[src/rtl/smbx_pkg.sv]
// Shared types and constants for the indexed SMBus register target.
package smbx_pkg;
    localparam logic [7:0] ADDR_WR = 8'hD2;
    localparam logic [7:0] ADDR_RD = 8'hD3;

    // Bit-level phase of the target.
    typedef enum logic [2:0] {
        ST_IDLE, ST_RX, ST_RXACK, ST_TX, ST_TXACK, ST_WAIT
    } st_t;

    // Meaning of the next received byte.
    typedef enum logic [2:0] {
        K_ADDR, K_OFFS, K_CNT, K_DATA, K_NONE
    } kind_t;
endpackage

[src/rtl/smbx_filt.sv]
// Synchronizer plus glitch filter for one bus line.
// Assumes an idle-high line; the output only moves after FILT equal samples.
module smbx_filt #(
    parameter int SYNC = 2,
    parameter int FILT = 3
) (
    input  logic clk,
    input  logic rst_n,
    input  logic din,
    output logic dout
);
    logic [SYNC-1:0] sync_q;
    logic [FILT-1:0] hist_q;

    // Synchronizer chain and filter history.
    always_ff @(posedge clk) begin
        if (!rst_n) begin
            sync_q <= '1;
            hist_q <= '1;
        end else begin
            sync_q <= {sync_q[SYNC-2:0], din};
            hist_q <= {hist_q[FILT-2:0], sync_q[SYNC-1]};
        end
    end

    // Filtered output follows only a unanimous history.
    always_ff @(posedge clk) begin
        if (!rst_n)               dout <= 1'b1;
        else if (&hist_q)         dout <= 1'b1;
        else if (~|hist_q)        dout <= 1'b0;
    end
endmodule

[src/rtl/smbx_regfile.sv]
// Byte-wide register file with a single write port and one read port.
// Location CNT_IDX resets to CNT_RST and is also exported as the read count.
module smbx_regfile #(
    parameter int         REGS    = 32,
    parameter int         AW      = 5,
    parameter int         CNT_IDX = 8,
    parameter logic [7:0] CNT_RST = 8'h0F
) (
    input  logic            clk,
    input  logic            rst_n,
    input  logic            wr_en,
    input  logic [AW-1:0]   wr_addr,
    input  logic [7:0]      wr_data,
    input  logic [AW-1:0]   rd_addr,
    output logic [7:0]      rd_data,
    output logic [7:0]      cnt_val,
    output logic [REGS*8-1:0] view
);
    logic [7:0] reg_q [REGS];

    for (genvar i = 0; i < REGS; i++) begin : g_reg
        // One register: reset value, then written on address match.
        always_ff @(posedge clk) begin
            if (!rst_n)
                reg_q[i] <= (i == CNT_IDX) ? CNT_RST : 8'h00;
            else if (wr_en && wr_addr == AW'(i))
                reg_q[i] <= wr_data;
        end
        assign view[i*8 +: 8] = reg_q[i];
    end

    assign rd_data = reg_q[rd_addr];
    assign cnt_val = reg_q[CNT_IDX];
endmodule

[src/rtl/smbx_ctrl.sv]
// Bit and byte sequencer of the target: start/stop detection, address match,
// ACK generation, block write, count-register load and block read.
// Assumes filtered SCL/SDA; SDA output changes only on a detected SCL fall.
module smbx_ctrl
    import smbx_pkg::*;
#(
    parameter int AW      = 5,
    parameter int CNT_IDX = 8
) (
    input  logic          clk,
    input  logic          rst_n,
    input  logic          scl_f,
    input  logic          sda_f,
    input  logic [7:0]    rd_data,
    input  logic [7:0]    cnt_val,
    output logic          sda_oe,
    output logic          wr_en,
    output logic [AW-1:0] wr_addr,
    output logic [7:0]    wr_data,
    output logic [AW-1:0] rd_addr
);
    logic scl_q, sda_q;
    logic scl_rise, scl_fall, start_c, stop_c;
    st_t st;
    kind_t kind;
    logic [3:0] bcnt;
    logic [7:0] shreg, txbyte, remain;
    logic [AW-1:0] ptr;
    logic to_tx, mack;
    logic dec_ack, dec_tx, dec_wr;
    kind_t dec_kind;

    // Previous filtered line levels for edge and condition detection.
    always_ff @(posedge clk) begin
        if (!rst_n) begin
            scl_q <= 1'b1;
            sda_q <= 1'b1;
        end else begin
            scl_q <= scl_f;
            sda_q <= sda_f;
        end
    end

    assign scl_rise = scl_f & ~scl_q;
    assign scl_fall = ~scl_f & scl_q;
    assign start_c  = scl_f & scl_q & sda_q & ~sda_f;
    assign stop_c   = scl_f & scl_q & ~sda_q & sda_f;

    // Decision for a completed received byte.
    always_comb begin
        dec_ack  = 1'b0;
        dec_tx   = 1'b0;
        dec_wr   = 1'b0;
        dec_kind = K_NONE;
        wr_addr  = ptr;
        wr_data  = shreg;
        case (kind)
            K_ADDR: begin
                if (shreg == ADDR_WR) begin
                    dec_ack  = 1'b1;
                    dec_kind = K_OFFS;
                end else if (shreg == ADDR_RD) begin
                    dec_ack = 1'b1;
                    dec_tx  = 1'b1;
                end
            end
            K_OFFS: begin
                dec_ack  = 1'b1;
                dec_kind = K_CNT;
            end
            K_CNT: begin
                if (shreg[7]) begin
                    dec_ack = 1'b1;
                    dec_wr  = 1'b1;
                    wr_addr = AW'(CNT_IDX);
                    wr_data = {1'b0, shreg[6:0]};
                end else if (shreg != 8'h00) begin
                    dec_ack  = 1'b1;
                    dec_kind = K_DATA;
                end
            end
            K_DATA: begin
                dec_ack  = 1'b1;
                dec_wr   = 1'b1;
                dec_kind = (remain == 8'd1) ? K_NONE : K_DATA;
            end
            default: ;
        endcase
    end

    assign wr_en   = (st == ST_RX) && scl_fall && (bcnt == 4'd8) && dec_wr;
    assign rd_addr = ptr;

    // Main sequencer: conditions first, then per-phase bit handling.
    always_ff @(posedge clk) begin
        if (!rst_n) begin
            st     <= ST_IDLE;
            kind   <= K_ADDR;
            bcnt   <= '0;
            shreg  <= '0;
            txbyte <= '0;
            remain <= '0;
            ptr    <= '0;
            to_tx  <= 1'b0;
            mack   <= 1'b0;
            sda_oe <= 1'b0;
        end else if (start_c) begin
            st     <= ST_RX;
            kind   <= K_ADDR;
            bcnt   <= '0;
            to_tx  <= 1'b0;
            sda_oe <= 1'b0;
        end else if (stop_c) begin
            st     <= ST_IDLE;
            sda_oe <= 1'b0;
        end else begin
            case (st)
                ST_RX: begin
                    if (scl_rise && bcnt < 4'd8) begin
                        shreg <= {shreg[6:0], sda_f};
                        bcnt  <= bcnt + 4'd1;
                    end else if (scl_fall && bcnt == 4'd8) begin
                        if (dec_ack) begin
                            sda_oe <= 1'b1;
                            st     <= ST_RXACK;
                            kind   <= dec_kind;
                            to_tx  <= dec_tx;
                            if (kind == K_OFFS) ptr <= shreg[AW-1:0];
                            if (kind == K_CNT) remain <= shreg;
                            if (kind == K_DATA) begin
                                ptr    <= ptr + 1'b1;
                                remain <= remain - 8'd1;
                            end
                        end else begin
                            st <= ST_WAIT;
                        end
                    end
                end
                ST_RXACK: begin
                    if (scl_fall) begin
                        bcnt <= '0;
                        if (to_tx) begin
                            txbyte <= cnt_val;
                            sda_oe <= ~cnt_val[7];
                            bcnt   <= 4'd1;
                            st     <= ST_TX;
                        end else begin
                            sda_oe <= 1'b0;
                            st     <= ST_RX;
                        end
                    end
                end
                ST_TX: begin
                    if (scl_fall) begin
                        if (bcnt < 4'd8) begin
                            txbyte <= {txbyte[6:0], 1'b0};
                            sda_oe <= ~txbyte[6];
                            bcnt   <= bcnt + 4'd1;
                        end else begin
                            sda_oe <= 1'b0;
                            st     <= ST_TXACK;
                        end
                    end
                end
                ST_TXACK: begin
                    if (scl_rise) begin
                        mack <= ~sda_f;
                    end else if (scl_fall) begin
                        if (mack) begin
                            txbyte <= rd_data;
                            sda_oe <= ~rd_data[7];
                            ptr    <= ptr + 1'b1;
                            bcnt   <= 4'd1;
                            st     <= ST_TX;
                        end else begin
                            st <= ST_WAIT;
                        end
                    end
                end
                default: ;
            endcase
        end
    end
endmodule

[src/rtl/smb_index_target.sv]
// Top of the indexed SMBus register target: filters the bus lines,
// sequences transfers and holds the register file.
// Assumes an external open-drain pad driven low when sda_oe is 1.
module smb_index_target #(
    parameter int         REGS    = 32,
    parameter int         SYNC    = 2,
    parameter int         FILT    = 3,
    parameter int         CNT_IDX = 8,
    parameter logic [7:0] CNT_RST = 8'h0F,
    localparam int        AW      = $clog2(REGS)
) (
    input  logic              clk,
    input  logic              rst_n,
    input  logic              scl_in,
    input  logic              sda_in,
    output logic              sda_oe,
    output logic [REGS*8-1:0] reg_view
);
    logic [1:0] raw_lines, flt_lines;
    logic scl_f, sda_f;
    logic wr_en;
    logic [AW-1:0] wr_addr, rd_addr;
    logic [7:0] wr_data, rd_data, cnt_val;

    assign raw_lines = {scl_in, sda_in};

    for (genvar i = 0; i < 2; i++) begin : g_line
        smbx_filt #(.SYNC(SYNC), .FILT(FILT)) filt_i (
            .clk(clk), .rst_n(rst_n), .din(raw_lines[i]), .dout(flt_lines[i])
        );
    end

    assign scl_f = flt_lines[1];
    assign sda_f = flt_lines[0];

    smbx_ctrl #(.AW(AW), .CNT_IDX(CNT_IDX)) ctrl_i (
        .clk(clk), .rst_n(rst_n), .scl_f(scl_f), .sda_f(sda_f),
        .rd_data(rd_data), .cnt_val(cnt_val), .sda_oe(sda_oe),
        .wr_en(wr_en), .wr_addr(wr_addr), .wr_data(wr_data), .rd_addr(rd_addr)
    );

    smbx_regfile #(.REGS(REGS), .AW(AW), .CNT_IDX(CNT_IDX), .CNT_RST(CNT_RST)) rf_i (
        .clk(clk), .rst_n(rst_n), .wr_en(wr_en), .wr_addr(wr_addr),
        .wr_data(wr_data), .rd_addr(rd_addr), .rd_data(rd_data),
        .cnt_val(cnt_val), .view(reg_view)
    );
endmodule

[config.mk]
export PLATFORM = sky130hd
export DESIGN_NAME = smb_index_target
export DESIGN_NICKNAME = d
export VERILOG_FILES = /design/src/rtl/smbx_pkg.sv /design/src/rtl/smbx_filt.sv /design/src/rtl/smbx_regfile.sv /design/src/rtl/smbx_ctrl.sv /design/src/rtl/smb_index_target.sv
export SDC_FILE = /design/constraint.sdc
export NUM_CORES = 1
export LEC_CHECK = 0
export ABC_CLOCK_PERIOD_IN_PS = 3300
export BUFFER_PORTS_ARGS = -buffer_cell sky130_fd_sc_hd__buf_2
export CORE_ASPECT_RATIO = 2
export CORE_MARGIN = 2
export CORE_UTILIZATION = 35
export DETAILED_ROUTE_END_ITERATION = 8
export PLACE_DENSITY = 0.55
export RECOVER_POWER = 50
export SLEW_MARGIN = 20
export SYNTH_ARGS = -nofsm -noshare
export SYNTH_HDL_FRONTEND = slang
export SYNTH_SLANG_ARGS = --single-unit
[constraint.sdc]
create_clock -name clk -period 3.3 [get_ports clk]
set_input_delay 0.33 -clock clk [delete_from_list [all_inputs] [get_ports clk]]
set_output_delay 0.33 -clock clk [all_outputs]
set_load 0.02 [all_outputs]
==> results.yml, run 1 <==
worst_setup_path:
  end_kind: "register"
  path_class: "register to register"
  required_ns: 3.58
  startpoint_type: "register"
  timing.critical_path.fanout_max: 16
  cp.arrival_ns: 3.27
clock_network:
  cts_tree: "done"
  path_clk_slew_ns: 0.07
  cts_sinks: 316
  cts_inserted_buffers: 30
  root_buffer: "clkbuf_16"
  clkLatencyLatePin_ns: 0.58
  cts_max_path_buffers: 3
  post-cts-setup-buffers: 0
  cts_max_level: 1
worst_hold_path:
  hp-class: "input port to register"
logic_synthesis:
  avgSynthCellArea_sq_um: 12.7
  async_flop_share: 0
  netlist.area_leader.share: 0.509
  yosys_warnings: 0
  yosys.area.top_type: "edfxtp_1"
  synth-seq-cells: 316
  ys.flop_type: "edfxtp_1"
  syn_inst: 1191
  ys_types: 70
  synth_fp_nets: 1200
  synth_edf_count: 256
  synth-seq-area-share: 0.588
  synth_area_leaders: "edfxtp_1 (51%), mux4_2 (9.5%), and2_1 (9.3%)"
  synthesis.area_sq_um: 15100
placed_design:
  place.gp.congestion: 0.911
  io_buffer_count: 260
  dp_hpwl_microns: 43400
route:
  drc: 0
  post_drt_wl_per_cell_microns: 27.8
  drtIter0Drc: 659
  ant_nets: 0
  vias_per_cell: 5.52
  detail_route.wirelength_microns: 56200
  vias: 11200
  dr.pass1.iters: 5
global_routing:
  antenna_found_initial: 0
  met2_usage: 0.470
  grt-ovfl-total: 0
  busiest_layer: "met2"
  grtUsageMet3: 0.0361
  grt_pass1_vias: 11500
  grt.total_usage: 0.249
  grt_first_pass_wirelength_microns: 79700
  grt_max_degree: 41
  use_met1: 0.245
layout:
  drive_gt1_frac: 0.136
  multi_input_area_sq_um: 5700
  seqCellArea_sq_um: 8890
  nets: 1462
  area_delta_synth_final_pct: 18.7
  final_core_util: 0.422
  antenna_cells: 0
  nFillCells: 4164
power_and_ir_drop:
  combPwrFrac: 0.062
  sw_frac_of_total: 0.230
  p_clk_frac: 0.438
  ir_worst_vdd_uv: 429
  p_leak_nw: 5.78
  power.density_nw_per_um2: 516
  p_int_mw: 7.12
  power_frac_seq: 0.500
  switching_power_mw: 2.13
floorplanning:
  start_util: 0.355
  core_sq_um: 42600
  design.die.area_sq_um: 45000
  num_io_pins: 261
  dieWidth_microns: 151
  die_h_microns: 298
  rows: 107
timing:
  post-route-period-util: 0.905
  rsz0062_at_grt: "false"
  slew-limit-headroom: 0.293
  tightest_slew_ns: 1.05
  hold_viol: 0
  slew_viol_final: 0
  period_minus_slack_ns: 2.99
  finalSetupTns_ns: 0
  final-setup-viol-count: 0
  max_clock_freq_ghz: 0.335
  skew_ns: 0.0323
job:
  cap_violations: 0
outcome:
  status: "complete, no violations"
-- area by class of cell --
class / instances / area share
Inverter: 11 / 0.00230
Timing Repair Buffer: 328 / 0.0821
Clock buffer: 39 / 0.0471
Tap cell: 545 / 0.0380
Sequential cell: 316 / 0.496
Multi-Input combinational cell: 766 / 0.317
Clock inverter: 17 / 0.0174
-- metal layers --
metal | share of wire | wire (microns) | vias up
met5 | 0 | 0 | -
met4 | 0.080 | 4520 | 0
met3 | 0.054 | 3020 | 148
met2 | 0.55 | 31100 | 464
met1 | 0.31 | 17600 | 5615
li1 | - | - | 4926
-- cell families after synthesis --
| group | share of synthesized area |
|---|---|
| multiplexers | 0.109 |
| flip-flops | 0.588 |
| XOR/XNOR | 0.000580 |
| AND/OR/NAND/NOR | 0.190 |
| buffers and inverters | 0.0296 |
| AO/OA/AOI/OAI | 0.0782 |
| adder cells (fa/ha/maj) | 0.00414 |
-- final timing paths --
kind                                   start  slack, ns  cells after the start                          to
setup / recovery              ctrl_i.kind[1]       0.31                      5           rf_i.reg_q[16][0]
hold / removal                         rst_n       0.30                      2  g_line[0].filt_i.sync_q[1]
setup reg to reg              ctrl_i.kind[1]       0.31                      5           rf_i.reg_q[16][0]
hold reg to reg   g_line[1].filt_i.sync_q[1]       0.40                      1  g_line[1].filt_i.hist_q[0]
-- repair_timing --
action / CTS / global route
gates resized for setup: 0 / 0
hold endpoints to repair: 2 / 0
hold buffers: 2 / 0
-- Yosys cell counts, types with 4 or more instances --
library cell	instances
nor2_1	53
buf_1	5
o21ai_0	61
nor2b_1	17
buf_2	18
mux4_2	64
nand4b_1	5
a21oi_1	44
nor3_1	44
nor2_2	13
o22ai_1	15
o31ai_1	6
ha_1	5
or3_1	9
o2bb2ai_1	5
and2_1	224
nand2b_1	20
nor3b_1	5
nor2_4	10
edfxtp_1	256
dfxtp_1	60
clkbuf_1	72
a22oi_1	13
mux2i_1	20
nand2_1	42
a31oi_1	4
nand3_1	20
inv_1	11
a211oi_1	10
-- critical path: stages, from the launching register on --
cell and delay, ns:
dfxtp_1 0.49, nor2b_1 0.63, nand2_1 0.26, or3_1 0.67, o21ai_0 0.38, buf_4 0.24
-- power by group through the flow --
stage / clock network, mW / logic [mW] / registers (mW)
final: 4.05 / 0.574 / 4.62
after global routing: 4.25 / 0.596 / 4.63
after CTS: 4.11 / 0.623 / 4.62
after detailed placement: 0 / 0.621 / 4.71
after global placement: 0 / 0.617 / 4.71
after floorplan: 0 / 0.130 / 4.83
-- per-stage QoR --
stage	cell area (sq um)	std cells	setup slack, ns	power, mW	hold slack (ns)
global placement	17200	1964	0.368	5.32	0.405
global route	17900	2022	0.191	9.47	0.294
detailed placement	17200	1964	0.409	5.33	0.398
finish	17900	2022	0.313	9.25	0.305
floorplan	15100	1191	0.439	4.96	0.386
CTS	18400	2022	0.372	9.35	0.0856
-- flip-flops by register name, indices dropped and copies added, names as in the netlist, 2 cells and up, named ones only --
signal / cells
ctrl_i.bcnt: 4
ctrl_i.kind: 3
ctrl_i.rd_addr: 5
ctrl_i.remain: 8
ctrl_i.shreg: 8
ctrl_i.st: 3
ctrl_i.txbyte: 7
g_line.filt_i.dout: 2
g_line.filt_i.hist_q: 6
g_line.filt_i.sync_q: 4
rf_i.reg_q: 256
-- placed cells by master (no fill, tap or decap), types with 4 or more instances in the layout --
| cell type | count |
|---|---|
| nand2b_1 | 20 |
| nand4b_1 | 5 |
| nor2_2 | 10 |
| clkbuf_16 | 31 |
| o21ai_0 | 61 |
| clkbuf_1 | 271 |
| o22ai_1 | 15 |
| a21oi_1 | 44 |
| and2_1 | 200 |
| a22oi_1 | 13 |
| o31ai_1 | 6 |
| ha_1 | 5 |
| and2_0 | 25 |
| nor2b_1 | 17 |
| nand2_1 | 42 |
| clkbuf_8 | 4 |
| or3_1 | 9 |
| o2bb2ai_1 | 5 |
| buf_4 | 56 |
| nand3_1 | 20 |
| nor2_1 | 63 |
| mux2i_1 | 20 |
| nor3b_1 | 5 |
| a31oi_1 | 4 |
| nor3_1 | 45 |
| a211oi_1 | 10 |
| bufinv_16 | 9 |
| dfxtp_1 | 57 |
| mux4_2 | 64 |
| edfxtp_1 | 256 |
| inv_1 | 11 |
Power figures use the tool's default switching activity.
==> run 2, diff against run 1 <==
Settings changed: BUFFER_PORTS_ARGS -buffer_cell sky130_fd_sc_hd__buf_2 to unset, CELL_PAD_IN_SITES_DETAIL_PLACEMENT set to 0, CELL_PAD_IN_SITES_GLOBAL_PLACEMENT set to 1, CTS_BUF_LIST set to sky130_fd_sc_hd__clkbuf_4 sky130_fd_sc_hd__clkbuf_8, DONT_BUFFER_PORTS set to 1, PLACE_DENSITY 0.55 to 0.59.
==> results.yml, run 2 (synthesis results as in run 1) <==
power_and_ir_drop:
  p_int_mw: 6.59
  combPwrFrac: 0.026
  sw_frac_of_total: 0.246
  power_frac_seq: 0.557
  ir_worst_vdd_uv: 417
  p_clk_frac: 0.418
  power.density_nw_per_um2: 514
  switching_power_mw: 2.15
  p_leak_nw: 5.53
placed_design:
  io_buffer_count: 0
  place.gp.congestion: 0.859
  place_inst: 1713
  dp_hpwl_microns: 42300
  dpl_cell_area_sq_um: 16000
layout:
  area_delta_synth_final_pct: 12.6
  reg_top3: "rf_i.reg_q x256, ctrl_i.remain x8, ctrl_i.shreg x8"
  regMostFlops: "rf_i.reg_q"
  drive_gt1_frac: 0.192
  nets: 1232
  final_cell_mix: "edfxtp_1 (256), and2_1 (181), buf_4 (67)"
  nFillCells: 4138
  layout_commonest_cell: "edfxtp_1"
  largest_reg_flops: 256
  fin_cells: 1806
  stdcell_area_sq_um: 17000
clock_network:
  root_buffer: "clkbuf_8"
  cts_tree: "done"
  post-cts-setup-buffers: 0
  clkLatencyLatePin_ns: 0.62
  cts_sinks: 316
  cts_max_path_buffers: 3
  cts_inserted_buffers: 49
  cts-resized-gates: 0
  path_clk_slew_ns: 0.06
  cts_hold_buf: 4
  cts_max_level: 2
timing:
  slew-limit-headroom: 0.306
  max_clock_freq_ghz: 0.343
  finalSetupTns_ns: 0
  slew_viol_final: 0
  final-setup-viol-count: 0
  period_minus_slack_ns: 2.91
  rsz0062_at_grt: "false"
  tightest_slew_ns: 1.04
  skew_ns: 0.0344
  post-route-period-util: 0.882
  hold_viol: 0
worst_setup_path:
  required_ns: 3.77
  timing.critical_path.fanout_max: 34
  r2r-start: "ctrl_i.bcnt[0]"
  startpoint_type: "register"
  end_kind: "register"
  path_class: "register to register"
  cp.arrival_ns: 3.39
  reg2reg_slack_ns: 0.39
  reg2reg_depth: 9
  r2r_end: "rf_i.reg_q[3][3]"
worst_hold_path:
  hp-class: "input port to register"
  holdCritStartpoint: "rst_n"
  whs_path_depth: 2
  min_to: "ctrl_i.bcnt[2]"
floorplanning:
  die_h_microns: 298
  num_io_pins: 261
  core_sq_um: 42600
  design.die.area_sq_um: 45000
  dieWidth_microns: 151
  start_util: 0.355
  rows: 107
route:
  vias_per_cell: 5.64
  detail_route.wirelength_microns: 56300
  vias: 10200
  dr.pass1.iters: 5
  post_drt_wl_per_cell_microns: 31.2
  drc: 0
  ant_nets: 0
  drtIter0Drc: 719
global_routing:
  grt.total_usage: 0.252
  antenna_found_initial: 2
  grt_max_degree: 41
  grt_first_pass_wirelength_microns: 79400
  grt_pass1_vias: 10500
  grt-ovfl-total: 0
job:
  cap_violations: 0
outcome:
  status: "complete, no violations"
run 2: cell count changes in the layout (fill, tap and decap cells not counted), moves of 4 or more:
cell / previous run / this run
and2_0: 25 / 44
and2_1: 200 / 181
buf_4: 56 / 67
clkbuf_1: 271 / 2
clkbuf_16: 31 / 0
clkbuf_4: 0 / 7
clkbuf_8: 4 / 53
clkinv_1: 3 / 11
clkinv_2: 3 / 8
o21ai_0: 61 / 57
o21ai_1: 1 / 5
run 2: worst max-delay path, cell delays in order, from the launching register on:
cell and delay [ns]:
dfxtp_1 0.34, inv_1 0.10, ha_1 0.17, nand4b_1 0.15
or4_4 0.51, nor2_2 0.19, nand3_2 0.08, clkbuf_2 0.47
nor2_1 0.55, and2_1 0.21
run 2: routing by layer:
metal | part of all wire | GRT usage | routed length (microns) | vias to the layer above
li1 | - | - | - | 4467
met2 | 0.55 | 0.473 | 31100 | 421
met1 | 0.31 | 0.239 | 17200 | 5184
met3 | 0.086 | 0.0801 | 4860 | 116
met5 | 0 | 0 | 0 | -
met4 | 0.054 | 0.121 | 3050 | 0
run 2: how the worst max path moves through the flow:
stage / start / to / slack (ns) / cells past startpoint
2_1_floorplan: ctrl_i.bcnt[0] / rf_i.reg_q[27][0] / 0.44 / 8
3_3_place_gp: ctrl_i.bcnt[0] / rf_i.reg_q[20][1] / 0.52 / 7
3_5_place_dp: ctrl_i.bcnt[0] / rf_i.reg_q[20][6] / 0.46 / 7
4_1_cts: ctrl_i.bcnt[0] / rf_i.reg_q[20][3] / 0.45 / 7
5_1_grt: ctrl_i.bcnt[0] / rf_i.reg_q[3][3] / 0.13 / 9
6_report: ctrl_i.bcnt[0] / rf_i.reg_q[3][3] / 0.39 / 9
run 2: layout make-up:
class / instances / area (sq um) / share of cell area
repair buffers: 79 / 641 / 0.0376
multi-input cells: 766 / 5700 / 0.335
flip-flops and latches: 316 / 8890 / 0.523
well taps: 545 / 682 / 0.0401
diodes: 3 / 7.51 / 0.000441
inverters: 11 / 41.3 / 0.00243
clock inverters: 26 / 270 / 0.0159
clock buffers: 60 / 782 / 0.0460
run 2: through the flow:
step	hold slack, ns	worst slack, ns	power, mW	utilization
CTS	0.0213	0.451	8.83	0.402
global route	0.0394	0.129	8.99	0.400
floorplan	0.386	0.439	4.96	-
global placement	0.405	0.517	5.17	0.376
finish	0.0205	0.388	8.74	0.400
detailed placement	0.398	0.458	5.17	0.376
run 2: power groups by stage:
stage	clock, mW	combinational [mW]	sequential, mW
floorplan	0	0.130	4.83
global placement	0	0.215	4.96
detailed placement	0	0.218	4.96
CTS	3.73	0.229	4.87
global route	3.87	0.239	4.88
finish	3.65	0.227	4.87
